**config.mk**
```make
export PLATFORM = sky130hd
export DESIGN_NAME = idx_ea_unit
export DESIGN_NICKNAME = d
export VERILOG_FILES = /design/src/rtl/idx_ea_unit.sv
export SDC_FILE = /design/constraint.sdc
export NUM_CORES = 1
export LEC_CHECK = 0
export ABC_AREA = 0
export BUFFER_PORTS_ARGS = -buffer_cell sky130_fd_sc_hd__buf_2
export CAP_MARGIN = 20
export CORE_MARGIN = 1.5
export CORE_UTILIZATION = 55
export DETAILED_ROUTE_END_ITERATION = 12
export GPL_TIMING_DRIVEN = 0
export HOLD_SLACK_MARGIN = 0.1
export PLACE_DENSITY = 0.77
export REMOVE_ABC_BUFFERS = 1
export SETUP_SLACK_MARGIN = 0.15
export SLEW_MARGIN = 20
export SYNTH_ARGS = -nofsm -noshare
export SYNTH_HDL_FRONTEND = slang
export SYNTH_SLANG_ARGS = --single-unit
```
**constraint.sdc**
```tcl
create_clock -name clk -period 13.05 [get_ports clk]
set_clock_uncertainty 0.1 [all_clocks]
set_input_delay 0.6525 -clock clk [delete_from_list [all_inputs] [get_ports clk]]
set_output_delay 0.6525 -clock clk [all_outputs]
set_load 0.01 [all_outputs]
```
**src/rtl/idx_ea_unit.sv**
```systemverilog
module idx_ea_unit #(
  parameter int AW   = 15,
  parameter int NIDX = 3,
  parameter int SELW = $clog2(NIDX + 1)
) (
  input  logic            clk,
  input  logic            rst_n,
  input  logic            wr_en,
  input  logic [SELW-1:0] wr_sel,
  input  logic [AW-1:0]   wr_data,
  input  logic            req,
  input  logic [AW-1:0]   base_imm,
  input  logic [AW-1:0]   base_reg,
  input  logic            base_src,
  input  logic [SELW-1:0] sel_a,
  input  logic [SELW-1:0] sel_b,
  input  logic            sub,
  input  logic            or_mode,
  output logic [AW-1:0]   ea,
  output logic            ea_valid
);

  logic [AW-1:0] xr [NIDX];
  logic [AW-1:0] ia, ib, merged, base, ea_nxt;

  function automatic logic [AW-1:0] pick(input logic [SELW-1:0] s,
                                         input logic [AW-1:0] r [NIDX]);
    logic [AW-1:0] v;
    v = '0;
    for (int i = 0; i < NIDX; i++)
      if (s == SELW'(i + 1)) v = r[i];
    return v;
  endfunction

  assign ia     = pick(sel_a, xr);
  assign ib     = pick(sel_b, xr);
  assign merged = or_mode ? (ia | ib) : (ia + ib);
  assign base   = base_src ? base_reg : base_imm;
  assign ea_nxt = sub ? (base - merged) : (base + merged);

  for (genvar g = 0; g < NIDX; g++) begin : g_idx
    always_ff @(posedge clk) begin
      if (!rst_n)                                  xr[g] <= '0;
      else if (wr_en && wr_sel == SELW'(g + 1))    xr[g] <= wr_data;
    end
  end

  always_ff @(posedge clk) begin
    if (!rst_n) begin
      ea       <= '0;
      ea_valid <= 1'b0;
    end else begin
      ea_valid <= req;
      if (req) ea <= ea_nxt;
    end
  end

endmodule

```
==> summary.md <==
| Metric | Value |
|---|---|
| Worst r2r path cells | `22` |
| Tcrit/Tclk final | `50.1%` |
| Register area share after synthesis | `24.6%` |
| WS Path Type | `input pin to flop` |
| Clk Latency, worst-skew pair | `0.34 ns` |
| Flop2flop setup slack | `roughly 7.6 ns` |
| PD cells | `104 nW/um^2` |
| CTS sink count | `61` |
| GRT met3 Usage | `4.58%` |
| Boundary pin count | `74` |
| Post-Synth XOR/XNOR Area | `6.11%` |
| Switching power total | `189 uW` |
| Sw Share | `roughly a third` |
| Worst r2r src | `xr[1]` |
| M2 GR Usage | `42.6%` |
| Main combinational cell family by area after synthesis | `compound AO/OA/AOI/OAI gates` |
| RR Endpoint | `ea[14]` |
| Post-synthesis cell count | `617` |
| Fraction of synthesized area in multiplexers | `14.4%` |
| Antenna cells | `0` |
| Nets | `770` |
| # Post-CTS Setup Buffers | `0` |
| Worst Hold Path Cells | `2` |
| Comb power frac | `31.1%` |
| Rows | `34` |
| Initial antenna violation count | `0` |
| Setup TNS | `0 ns` |
| First-pass iteration count of the detailed router | `5` |
| CTS H-tree depth | `3` |
| Post-synth top flop | `dfxtp_1` |
| Die H | `98.0 um` |
| Met1 GRT Util | `~32%` |
| Routability congestion estimate | `just over 0.8` |
| Pin count of the biggest net entering global routing | `43` |
| Clk pin slew, worst setup/hold paths | `0.07 ns` |
| Post-cts resize count | `0` |
| Total gr overflow | `0` |
| FMAX | `0.153 GHz` |
| Slew @ Worst Pin | `0.825 ns` |
| Final Critical Period | `6.54 ns` |
| Post-Synth Simple-Gate Area | `17.0%` |
| Async SR Flop Fraction | `0%` |
| GR Util All Layers | `roughly 25%` |
| Yosys warning count | `0` |
| Post-synthesis compound-gate area fraction | `between 20% and 30%` |
| Via Count | `4490` |
| Final hold violations | `0` |
| Area delta synth->final | `12.1%` |
| Hold WS | `about 0.37 ns` |
| Pint | `a little under 400 uW` |
| Hold path endpoint | `xr[0]` |
| Root buf cell | `clkbuf_8` |
| Vias in the first global route | `4388` |
| Crit path capture type | `flop` |
| IO buf count | `73` |
| EDFF count, synth | `0` |
| CTS tree | `yes` |
| Power, Total | `578 uW` |
| Hold Crit Start | `xr[0]` |
| Max-Cap Viols | `0` |
| HPWL Detailed | `8480 um` |
| Yosys cell types | `55` |
| Relative slew slack | `44.7%` |
| Cell leakage power | `2.42 nW` |
| Cell Area, Synth | `slightly below 5000 um^2` |
| Core area | `around 8700 um^2` |
| Commonest non-fill, non-tap cell in the layout | `nand2_1` |
| CP Launch Type | `input pin` |
| CP arrival | `6.65 ns` |
| Most frequent cells in the layout | `nand2_1, buf_2, a21oi_1` |
| Post-route ant nets | `0` |
| CTS Buf Count | `9` |
| Area share of fa/ha/maj cells after synthesis | `11.4%` |
| Peak supply drop | `0.0507 mV` |
| 1st-iter DRT viols | `about 220` |
| Final WL | `approximately 12000 um` |
| Layout cells sized above 1 | `23.2%` |
| Syn avg cell area | `between 8 and 9 um^2` |
| CP Launch Point | `sel_a[0]` |
| Worst path required time | `roughly 13 ns` |
| Slew Viols, Final | `0` |
| Final setup viols | `0` |
| Die width | `98.0 um` |
| Cts hold-fix bufs | `0` |
| Die area | `9590 um^2` |
| First-pass GRT wire length | `around 20000 um` |
| Sequential power share | `35.9%` |
| Initial Utilization | `56.9%` |
| Vias/cell | `around 5.7` |
| HP Class | `flop to flop` |
| Status | `finished, final reports clean` |
| #FFs+latches synth | `between 60 and 70` |
| RSZ-0062 raised after global routing | `false` |
| Routed wire length per instance | `15.1 um` |
| Crit Path Max Fanout | `16` |
| Busiest layer in global routing | `met2` |
| Clock group share of total power | `33.1%` |
| Longest Clk Path Bufs | `2` |
| Drc violations | `0` |
-- state kept, by name (all words and copies together) (netlist names) --
signal	count
ea_valid	1
ea	15
xr	45
-- through the flow --
step	instances	area (um^2)	worst slack [ns]	utilization (%)
floorplan	583	4820	7.62	-
global placement	764	5320	6.38	61.0
CTS	781	5550	6.61	63.7
finish	781	5560	6.51	63.7
global route	781	5560	6.16	63.7
detailed placement	765	5340	6.26	61.2
-- worst max path at each step --
stage / endpoint / cells after the start
finish: ea[14] / 23
floorplan: ea[14] / 22
CTS: ea[14] / 23
global route: ea[14] / 23
detailed placement: ea[14] / 23
global placement: ea[14] / 23
-- power by group through the flow --
stage / logic (mW) / registers, mW / clock network, mW
finish: 0.180 / 0.207 / 0.191
global route: 0.201 / 0.209 / 0.202
CTS: 0.179 / 0.207 / 0.192
detailed placement: 0.179 / 0.212 / 0
global placement: 0.170 / 0.211 / 0
floorplan: 0.123 / 0.215 / 0
-- critical path, cell delays in order --
cell and delay, ns:
buf_2 0.37, nor2b_2 0.77, a22oi_1 0.30, inv_1 0.11, ha_1 0.16, inv_1 0.05
fa_1 0.40, inv_1 0.08, a21oi_1 0.05, o22ai_1 0.28, nand2_1 0.17, a211oi_1 0.44
o311ai_1 0.23, o41ai_2 0.54, a21oi_1 0.15, xor2_1 0.16, ha_1 0.22, or4_1 0.59
a31o_2 0.26, a21oi_1 0.16, xnor3_1 0.24, xnor2_1 0.15, a21oi_1 0.08
-- cell type report --
class / instances / area [um^2]
Tap cell: 108 / 135
Clock buffer: 10 / 128
Sequential cell: 61 / 1220
Multi-Input combinational cell: 482 / 3450
Clock inverter: 6 / 86.3
Timing Repair Buffer: 74 / 385
Fill cell: 759 / 3160
Inverter: 40 / 150
-- synthesized netlist by cell type, types with 10 or more instances --
cell type  number  area [um^2]
clkbuf_1       29          109
ha_1           42          526
a22oi_1        12         90.1
o21ai_0        10         50.1
nor2b_1        12         75.1
mux2_2         44          495
inv_1          40          150
nor2_1         27          101
dfxtp_1        61         1220
a22o_1         14          123
nor3_1         12         60.1
mux2i_1        16          160
nand2_1       107          402
xor2_1         15          131
a21oi_1        64          320
xnor2_1        17          149
-- layer usage --
metal | vias up | wire length, um
met5 | - | 0
met4 | 0 | 123
met3 | 16 | 806
met2 | 140 | 5600
met1 | 2092 | 5270
li1 | 2242 | -
-- kinds of logic (layout without fill, tap and decap cells) --
group | Yosys count | after routing
compound gates | 151 | 151
mux | 64 | 64
fa+ha+maj | 44 | 44
buf+inv | 74 | 130
simple gates | 190 | 190
xor+xnor | 33 | 33
flops | 61 | 61
No activity file was read; power rests on OpenSTA's default activity.
